## src/rtl/hdlc_tx_pkg.sv

```systemverilog
package hdlc_tx_pkg;

   typedef enum logic [2:0] {
      ST_IDLE,
      ST_DATA,
      ST_FCS0,
      ST_FCS1,
      ST_ABORT
   } tx_state_e;

   localparam logic [7:0]  FLAG_OCTET  = 8'h7E;
   localparam logic [7:0]  ABORT_OCTET = 8'hFF;
   localparam logic [15:0] CRC_POLY_R  = 16'h8408;
   localparam logic [15:0] CRC_PRESET  = 16'hFFFF;

   // one octet through the reflected CRC-16, low bit first
   function automatic logic [15:0] crc_octet(input logic [15:0] c_in, input logic [7:0] d);
      logic [15:0] c;
      logic        fb;
      c = c_in;
      for (int i = 0; i < 8; i++) begin
         fb = c[0] ^ d[i];
         c  = c >> 1;
         if (fb) c = c ^ CRC_POLY_R;
      end
      return c;
   endfunction

endpackage

```

## src/rtl/hdlc_tx_buf.sv

```systemverilog
module hdlc_tx_buf #(
   parameter int DEPTH = 8,
   parameter int OCT_W = 8,
   localparam int AW   = $clog2(DEPTH)
) (
   input  logic             clk,
   input  logic             rst_n,
   input  logic             wr,
   input  logic [AW-1:0]    waddr,
   input  logic [OCT_W-1:0] wdata,
   input  logic [AW-1:0]    raddr,
   output logic [OCT_W-1:0] rdata
);
   logic [OCT_W-1:0] ent_q [DEPTH];

   for (genvar g = 0; g < DEPTH; g++) begin : g_ent
      always_ff @(posedge clk) begin
         if (!rst_n)                           ent_q[g] <= '0;
         else if (wr && waddr == AW'(g))       ent_q[g] <= wdata;
      end
   end

   assign rdata = ent_q[raddr];
endmodule

```

## src/rtl/hdlc_tx_fcs.sv

```systemverilog
module hdlc_tx_fcs
   import hdlc_tx_pkg::*;
(
   input  logic        clk,
   input  logic        rst_n,
   input  logic        start,
   input  logic        upd,
   input  logic [7:0]  din,
   output logic [15:0] crc
);
   logic [15:0] crc_q;

   always_ff @(posedge clk) begin
      if (!rst_n)     crc_q <= CRC_PRESET;
      else if (start) crc_q <= crc_octet(CRC_PRESET, din);
      else if (upd)   crc_q <= crc_octet(crc_q, din);
   end

   assign crc = crc_q;
endmodule

```

## src/rtl/hdlc_tx_ser.sv

```systemverilog
module hdlc_tx_ser
   import hdlc_tx_pkg::*;
#(
   parameter int OCT_W     = 8,
   parameter int STUFF_RUN = 5,
   localparam int CNT_W    = $clog2(OCT_W),
   localparam int ONES_W   = $clog2(STUFF_RUN + 1)
) (
   input  logic             clk,
   input  logic             rst_n,
   input  logic [OCT_W-1:0] ld_oct,
   input  logic             ld_stuff,
   output logic             ready,
   output logic             bit_out
);
   localparam logic [CNT_W-1:0]  LAST_BIT = CNT_W'(OCT_W - 1);
   localparam logic [ONES_W-1:0] RUN_L    = ONES_W'(STUFF_RUN);

   logic [OCT_W-1:0]  sh_q;
   logic              stf_q;
   logic [CNT_W-1:0]  cnt_q;
   logic [ONES_W-1:0] ones_q;
   logic              bit_q;
   logic              stuff_now;

   assign stuff_now = (ones_q == RUN_L);
   assign ready     = !stuff_now && (cnt_q == LAST_BIT);
   assign bit_out   = bit_q;

   always_ff @(posedge clk) begin
      if (!rst_n) begin
         sh_q   <= FLAG_OCTET;
         stf_q  <= 1'b0;
         cnt_q  <= '0;
         ones_q <= '0;
         bit_q  <= 1'b1;
      end else if (stuff_now) begin
         bit_q  <= 1'b0;
         ones_q <= '0;
      end else begin
         bit_q  <= sh_q[cnt_q];
         ones_q <= (stf_q && sh_q[cnt_q]) ? ones_q + 1'b1 : '0;
         if (ready) begin
            sh_q  <= ld_oct;
            stf_q <= ld_stuff;
            cnt_q <= '0;
         end else begin
            cnt_q <= cnt_q + 1'b1;
         end
      end
   end

   // a full run of stuffable ones is always followed by a zero on the line
   assert_zero_after_run_R5: assert property (@(posedge clk) disable iff (!rst_n)
      (ones_q == RUN_L) |=> (!bit_out && ones_q == '0));
endmodule

```

## src/rtl/hdlc_link_tx.sv

```systemverilog
module hdlc_link_tx
   import hdlc_tx_pkg::*;
#(
   parameter int BUF_DEPTH = 8,
   parameter int OCT_W     = 8,
   parameter int STUFF_RUN = 5,
   localparam int PTR_W    = $clog2(BUF_DEPTH)
) (
   input  logic             clk,
   input  logic             rst_n,
   input  logic             ctl_wr,
   input  logic [7:0]       ctl_wdata,
   output logic [15:0]      ctl_rdata,
   input  logic             buf_wr,
   input  logic [PTR_W-1:0] buf_addr,
   input  logic [OCT_W-1:0] buf_wdata,
   output logic             tx_bit,
   output logic             tx_irq
);
   localparam int BIT_SEND  = 0;
   localparam int BIT_FCS   = 1;
   localparam int BIT_ABORT = 2;
   localparam int PTR_LSB   = 3;
   localparam int BIT_DIS   = 6;

   if (BUF_DEPTH < 2 || BUF_DEPTH > 8 || (BUF_DEPTH & (BUF_DEPTH - 1)) != 0) begin : g_bad_depth
      $error("BUF_DEPTH must be a power of two from 2 to 8");
   end
   if (OCT_W != 8) begin : g_bad_oct
      $error("OCT_W must be 8");
   end
   if (STUFF_RUN < 1) begin : g_bad_run
      $error("STUFF_RUN must be positive");
   end

   logic [7:0]       ctrl_q;
   logic             irq_q;
   tx_state_e        st_q, st_d;
   logic [PTR_W-1:0] idx_q, idx_d;
   logic [PTR_W-1:0] rd_addr;
   logic [OCT_W-1:0] rd_oct;
   logic [15:0]      crc;
   logic [OCT_W-1:0] ld_oct;
   logic             ld_stuff, ready, ser_bit;
   logic             crc_start, crc_upd, irq_set, clr_send, clr_abort;
   logic             f_send, f_fcs, f_abort, f_dis;
   logic [PTR_W-1:0] f_ptr;

   assign f_send  = ctrl_q[BIT_SEND];
   assign f_fcs   = ctrl_q[BIT_FCS];
   assign f_abort = ctrl_q[BIT_ABORT];
   assign f_dis   = ctrl_q[BIT_DIS];
   assign f_ptr   = ctrl_q[PTR_LSB +: PTR_W];

   hdlc_tx_buf #(.DEPTH(BUF_DEPTH), .OCT_W(OCT_W)) u_buf (
      .clk(clk), .rst_n(rst_n), .wr(buf_wr), .waddr(buf_addr), .wdata(buf_wdata),
      .raddr(rd_addr), .rdata(rd_oct));

   hdlc_tx_fcs u_fcs (
      .clk(clk), .rst_n(rst_n), .start(crc_start), .upd(crc_upd), .din(rd_oct), .crc(crc));

   hdlc_tx_ser #(.OCT_W(OCT_W), .STUFF_RUN(STUFF_RUN)) u_ser (
      .clk(clk), .rst_n(rst_n), .ld_oct(ld_oct), .ld_stuff(ld_stuff),
      .ready(ready), .bit_out(ser_bit));

   assign rd_addr = (st_q == ST_IDLE) ? '0 : idx_q + 1'b1;

   always_comb begin
      st_d      = st_q;
      idx_d     = idx_q;
      ld_oct    = FLAG_OCTET;
      ld_stuff  = 1'b0;
      crc_start = 1'b0;
      crc_upd   = 1'b0;
      irq_set   = 1'b0;
      clr_send  = 1'b0;
      clr_abort = 1'b0;
      if (ready) begin
         unique case (st_q)
            ST_IDLE: begin
               if (f_abort) begin
                  clr_abort = 1'b1;
               end else if (f_send) begin
                  ld_oct    = rd_oct;
                  ld_stuff  = 1'b1;
                  crc_start = 1'b1;
                  irq_set   = 1'b1;
                  idx_d     = '0;
                  st_d      = ST_DATA;
               end
            end
            ST_DATA: begin
               if (f_abort) begin
                  ld_oct = ABORT_OCTET;
                  st_d   = ST_ABORT;
               end else if (idx_q != f_ptr) begin
                  ld_oct   = rd_oct;
                  ld_stuff = 1'b1;
                  crc_upd  = 1'b1;
                  irq_set  = 1'b1;
                  idx_d    = idx_q + 1'b1;
               end else if (f_fcs) begin
                  ld_oct   = ~crc[7:0];
                  ld_stuff = 1'b1;
                  st_d     = ST_FCS0;
               end else begin
                  clr_send = 1'b1;
                  st_d     = ST_IDLE;
               end
            end
            ST_FCS0: begin
               if (f_abort) begin
                  ld_oct = ABORT_OCTET;
                  st_d   = ST_ABORT;
               end else begin
                  ld_oct   = ~crc[15:8];
                  ld_stuff = 1'b1;
                  st_d     = ST_FCS1;
               end
            end
            ST_FCS1: begin
               if (f_abort) begin
                  ld_oct = ABORT_OCTET;
                  st_d   = ST_ABORT;
               end else begin
                  clr_send = 1'b1;
                  st_d     = ST_IDLE;
               end
            end
            default: begin
               clr_send  = 1'b1;
               clr_abort = 1'b1;
               st_d      = ST_IDLE;
            end
         endcase
      end
   end

   always_ff @(posedge clk) begin
      if (!rst_n) begin
         st_q   <= ST_IDLE;
         idx_q  <= '0;
         ctrl_q <= '0;
         irq_q  <= 1'b0;
      end else begin
         st_q  <= st_d;
         idx_q <= idx_d;
         if (ctl_wr) begin
            ctrl_q <= ctl_wdata;
         end else begin
            if (clr_send)  ctrl_q[BIT_SEND]  <= 1'b0;
            if (clr_abort) ctrl_q[BIT_ABORT] <= 1'b0;
         end
         if (irq_set)     irq_q <= 1'b1;
         else if (ctl_wr) irq_q <= 1'b0;
      end
   end

   assign tx_bit    = ser_bit | f_dis;
   assign tx_irq    = irq_q;
   assign ctl_rdata = {1'b0, irq_q, 6'b000000, ctrl_q};

   // an idle boundary with a pending start and no abort begins at entry 0
   assert_start_R3: assert property (@(posedge clk) disable iff (!rst_n)
      (st_q == ST_IDLE && ready && f_send && !f_abort) |=> (st_q == ST_DATA && idx_q == '0));

   // an abort seen at a data boundary moves to the ones run
   assert_abort_R7: assert property (@(posedge clk) disable iff (!rst_n)
      (st_q == ST_DATA && ready && f_abort) |=> (st_q == ST_ABORT));

   // the interrupt only appears together with a data octet load
   assert_irq_src_R9: assert property (@(posedge clk) disable iff (!rst_n)
      $rose(tx_irq) |-> (st_q == ST_DATA));

   // returning to idle leaves the start bit clear unless the controller wrote it
   assert_send_clr_R6: assert property (@(posedge clk) disable iff (!rst_n)
      ($past(st_q) != ST_IDLE && st_q == ST_IDLE && !$past(ctl_wr)) |-> !ctl_rdata[BIT_SEND]);

   // a write that sets the disable bit forces the line high on the next cycle
   assert_line_high_R8: assert property (@(posedge clk) disable iff (!rst_n)
      (ctl_wr && ctl_wdata[BIT_DIS]) |=> tx_bit);
endmodule

```

## config.mk

```make
export PLATFORM = sky130hd
export DESIGN_NAME = hdlc_link_tx
export DESIGN_NICKNAME = d
export VERILOG_FILES = /design/src/rtl/hdlc_tx_pkg.sv /design/src/rtl/hdlc_tx_buf.sv /design/src/rtl/hdlc_tx_fcs.sv /design/src/rtl/hdlc_tx_ser.sv /design/src/rtl/hdlc_link_tx.sv
export SDC_FILE = /design/constraint.sdc
export NUM_CORES = 1
export LEC_CHECK = 0
export BUFFER_PORTS_ARGS = -buffer_cell sky130_fd_sc_hd__buf_2
export CAP_MARGIN = 20
export CORE_ASPECT_RATIO = 0.5
export CORE_MARGIN = 2
export CORE_UTILIZATION = 35
export DETAILED_ROUTE_END_ITERATION = 8
export HOLD_SLACK_MARGIN = 0.06
export PLACE_DENSITY = 0.58
export SLEW_MARGIN = 30
export SYNTH_ARGS = -nofsm -noshare
export SYNTH_HDL_FRONTEND = slang
export SYNTH_HIERARCHICAL = 1
export SYNTH_SLANG_ARGS = --single-unit
```

## constraint.sdc

```tcl
create_clock -name clk -period 6.6 [get_ports clk]
set_input_delay 1.65 -clock clk [delete_from_list [all_inputs] [get_ports clk]]
set_output_delay 1.65 -clock clk [all_outputs]
set_load 0.05 [all_outputs]
```

==> metrics.md <==
| Metric | Value |
|---|---|
| Dominant register cell in the synthesized netlist | `sky130_fd_sc_hd__edfxtp_1` |
| Worst ir drop on vdd | `108 µV` |
| Hold-critical path depth | `2` |
| Worst reg-to-reg path cell count | `9` |
| Height of the die | `97.0 µm` |
| Sequential cell area fraction in the yosys report | `47.3%` |
| Master of the slowest instance on the critical path | `sky130_fd_sc_hd__nor3_1` |
| Antenna Nets Post-Route | `0` |
| Gate Count Post-Synth | `567` |
| FF-to-FF Start | `st_q[0]` |
| Share of post-route cells with drive strength above 1 | `14.1%` |
| Crit path arrival time | `3850 ps` |
| Per-cell via count in the routed design | `5.38` |
| Number of max-cap violations | `0` |
| Die area | `0.0184 mm²` |
| First-pass GRT wire length | `22400 µm` |
| WS Path Type | `reg -> reg` |
| Count of routing violations after the opening detailed-route iteration | `373` |
| Number of filler cells placed in the layout | `1593` |
| Routed Wire Length | `14100 µm` |
| Peak per-stage delay on the critical path | `870 ps` |
| Kind of cell adding the most delay to the critical path | `simple AND/OR/NAND/NOR gates` |
| Port buffer count | `33` |
| Number of failing setup endpoints in the final timing report | `0` |
| Maximum fanout along the worst path | `18` |
| Final hold violation count | `0` |
| Maximum buffer depth of the clock tree | `2` |
| Data required time at the worst endpoint | `6870 ps` |
| Minimum setup slack in the final design | `3020 ps` |
| Headroom to the max-slew limit | `34.3%` |
| Endpoint type of the worst setup path | `flip-flop` |
| CTS clk-pin slew, worst paths | `80 ps` |
| Final RePlAce weighted congestion | `0.805` |
| Worst clock skew on the final layout | `11.1 ps` |
| Average cell area after synthesis | `10.7 µm²` |
| Number of gates resized after cts | `0` |
| Number of clock sinks seen by CTS | `111` |
| Buffers inserted during post-CTS setup optimization | `0` |
| Largest area contributor in the synthesized netlist | `sky130_fd_sc_hd__edfxtp_1` |
| Insertion delay of the later-clocked pin in the worst-skew pair | `360 ps` |
| Crit start category | `flip-flop` |
| Accumulated negative setup slack | `0 ps` |
| Share of Yosys cell area claimed by the top area cell type | `31.8%` |
| Endpoint, Worst Hold | `u_ser/sh_q[7]` |
| Final Max Tran Viols | `0` |
| Leakage power summed over all cells | `2.36 nW` |
| Pin count of the biggest net entering global routing | `48` |
| Via count of the first global-routing pass | `3995` |
| Initial standard-cell utilization of the core | `36.4%` |
| H-tree depth | `3` |
| Crit path time final | `3580 ps` |
| Post-route clock period utilization | `54.3%` |
| Global-route usage over all layers | `15.6%` |
| Number of buffers and inverters on the critical path | `1` |
| Total CTS buffers | `9` |
| Ratio of total power to cell area | `224 mW/mm²` |
| Most area-consuming cells after synthesis | `sky130_fd_sc_hd__edfxtp_1 32%, sky130_fd_sc_hd__dfxtp_1 16%, sky130_fd_sc_hd__mux4_1 6.5%` |
| Layout Nets | `598` |
| Reg-to-reg critical path endpoint | `u_fcs/crc[3]` |
| Routed vias | `4313` |
| CTS tree | `yes` |
| Width of the die | `190 µm` |
| Source of the worst hold timing path | `u_ser/sh_q[7]` |
| Ports | `41` |
| Worst reg2reg setup slack | `3020 ps` |
| Critical path cell sequence | `nor3_1 -> nor2_1 -> buf_4 -> mux4_1 -> mux2_2 -> xor2_2 -> xnor2_2 -> xnor2_1 -> o311ai_1` |
| Cell area after synthesis | `0.00605 mm²` |
| Num rows | `33` |
| Area growth from synthesis to layout | `9.27%` |
| HPWL reported at the end of detailed placement | `9670 µm` |
| Async set-or-reset flop fraction in the synthesized netlist | `0%` |
| Avg WL per Cell | `17.6 µm` |
| Antenna violations before repair | `0` |
| Warnings from Yosys | `6` |
| Flops & latches, synth | `111` |
| ANT cells | `0` |
| Count of distinct cell types in the synthesized netlist | `66` |
| Post-synth EDFFs | `64` |
| Class of the tightest hold or removal check | `reg -> reg` |
| Transition time at the pin with the least slew margin | `977 ps` |
| CTS Hold Buffers Added | `0` |
| Outcome | `finished, final reports clean` |
| Cell at the root of the clock tree | `sky130_fd_sc_hd__clkbuf_16` |
| Core ar. | `0.0166 mm²` |
| Worst Hold Margin | `459 ps` |
| Post-detailed-route DRC marker count | `0` |
| Worst-case setup slack after placement | `2820 ps` |
| Number of optimization iterations in the first detailed-route pass | `5` |
| Setup repair after global routing missed its margin | `no` |
| GR Overflow Total | `0` |
| Achievable frequency | `279 MHz` |
==> layout by cell type, fill, tap and decap left out, types with 6 or more instances in the layout <==
cell                        Yosys  final
sky130_fd_sc_hd__o21a_1         7      7
sky130_fd_sc_hd__conb_1         1      7
sky130_fd_sc_hd__mux4_1        15     15
sky130_fd_sc_hd__xor2_1        10     10
sky130_fd_sc_hd__buf_2          9     33
sky130_fd_sc_hd__o22ai_1        6      6
sky130_fd_sc_hd__and3_1         9      9
sky130_fd_sc_hd__o21ai_1        0      6
sky130_fd_sc_hd__o311ai_0       6      6
sky130_fd_sc_hd__nor2_1        39     39
sky130_fd_sc_hd__clkbuf_16      0      9
sky130_fd_sc_hd__nand3b_1       7      7
sky130_fd_sc_hd__xnor2_1       20     20
sky130_fd_sc_hd__a21oi_1       11     11
sky130_fd_sc_hd__mux2i_1        8      8
sky130_fd_sc_hd__dfxtp_1       47     47
sky130_fd_sc_hd__nand2b_1       9      9
sky130_fd_sc_hd__edfxtp_1      64     64
sky130_fd_sc_hd__a31oi_1        7      7
sky130_fd_sc_hd__nand3_1        9      8
sky130_fd_sc_hd__mux2_2         8      8
sky130_fd_sc_hd__inv_1         16     16
sky130_fd_sc_hd__nand2_1       46     46
sky130_fd_sc_hd__o21ai_0       23     17
sky130_fd_sc_hd__nor3_1        52     50
sky130_fd_sc_hd__o211ai_1       6      6
sky130_fd_sc_hd__nor4_1        23     23
==> layout make-up <==
cell class	instances	area, µm²	area share, %
clock inverter	7	68.8	1.04
timing repair buffer	39	218	3.29
multi-input combinational	392	2890	43.7
sequential	111	2860	43.3
clock buffer	9	225	3.41
tap	227	284	4.30
inverter	17	63.8	0.965
==> per-stage QoR <==
| stage | total power, mW | instances | utilization, % | cell area [µm²] |
|---|---|---|---|---|
| after floorplan | 0.910 | 573 | - | 6070 |
| after detailed placement | 0.954 | 786 | 38.0 | 6320 |
| after global placement | 0.949 | 785 | 37.8 | 6290 |
| after global routing | 1.54 | 802 | 39.7 | 6610 |
| after CTS | 1.50 | 802 | 39.7 | 6610 |
| final | 1.48 | 802 | 39.7 | 6610 |
==> synthesized netlist by cell type, types with 10 or more instances <==
master                     count
sky130_fd_sc_hd__edfxtp_1     64
sky130_fd_sc_hd__a21oi_1      11
sky130_fd_sc_hd__nand2_1      46
sky130_fd_sc_hd__clkbuf_1     29
sky130_fd_sc_hd__nor4_1       23
sky130_fd_sc_hd__nor2_1       39
sky130_fd_sc_hd__xnor2_1      20
sky130_fd_sc_hd__o21ai_0      23
sky130_fd_sc_hd__xor2_1       10
sky130_fd_sc_hd__nor3_1       52
sky130_fd_sc_hd__mux4_1       15
sky130_fd_sc_hd__dfxtp_1      47
sky130_fd_sc_hd__inv_1        16
==> registers in the layout, indices dropped and copies added, names as in the netlist <==
signal / flops
u_buf/ent_q: 64
st_q: 3
u_ser/stf_q: 1
ctrl_q: 8
idx_q: 3
tx_irq: 1
u_fcs/crc: 16
u_ser/sh_q: 8
u_ser/ones_q: 3
u_ser/bit_out: 1
u_ser/cnt_q: 3
==> layer usage <==
layer	GRT usage, %	share of wire (%)	vias up
li1	-	-	2089
met1	23.0	49	2090
met2	23.8	45	122
met3	2.50	5.6	12
met4	3.76	0.99	0
met5	0	0	-
==> worst reg2reg max path: cells and delay by family (launching register included) <==
family,cells,cell delay (ps)
simple gates,2,950
flops,1,490
xor+xnor,3,660
compound gates,1,210
mux,2,900
buf+inv,1,260
==> cells by family after synthesis <==
kind of cell	share of synthesized area, %
compound gates	10.8
xor+xnor	7.05
fa+ha+maj	1.20
buf+inv	5.73
flops	47.3
mux	10.1
other cells	0.0620
simple gates	17.7
==> where the power goes <==
part / switching (mW) / internal [mW] / total, mW / leakage, nW
sequential: 0.0186 / 0.763 / 0.782 / 1.00
clock: 0.274 / 0.267 / 0.542 / 0.145
combinational: 0.105 / 0.0506 / 0.156 / 1.22
total: 0.398 / 1.08 / 1.48 / 2.36
==> how the worst max path moves through the flow <==
stage                     start           endpoint  slack, ps  cells past startpoint
finish                  st_q[0]       u_fcs/crc[3]       3020                      9
global route            st_q[0]      u_fcs/crc[15]       2780                      9
CTS                     st_q[0]       u_fcs/crc[8]       3000                      9
detailed placement  buf_addr[1]  u_buf/ent_q[3][2]       2820                      3
global placement    buf_addr[1]  u_buf/ent_q[2][2]       2740                      3
floorplan           buf_addr[0]  u_buf/ent_q[0][0]       3460                      3
(Power assumes the default switching activity.)
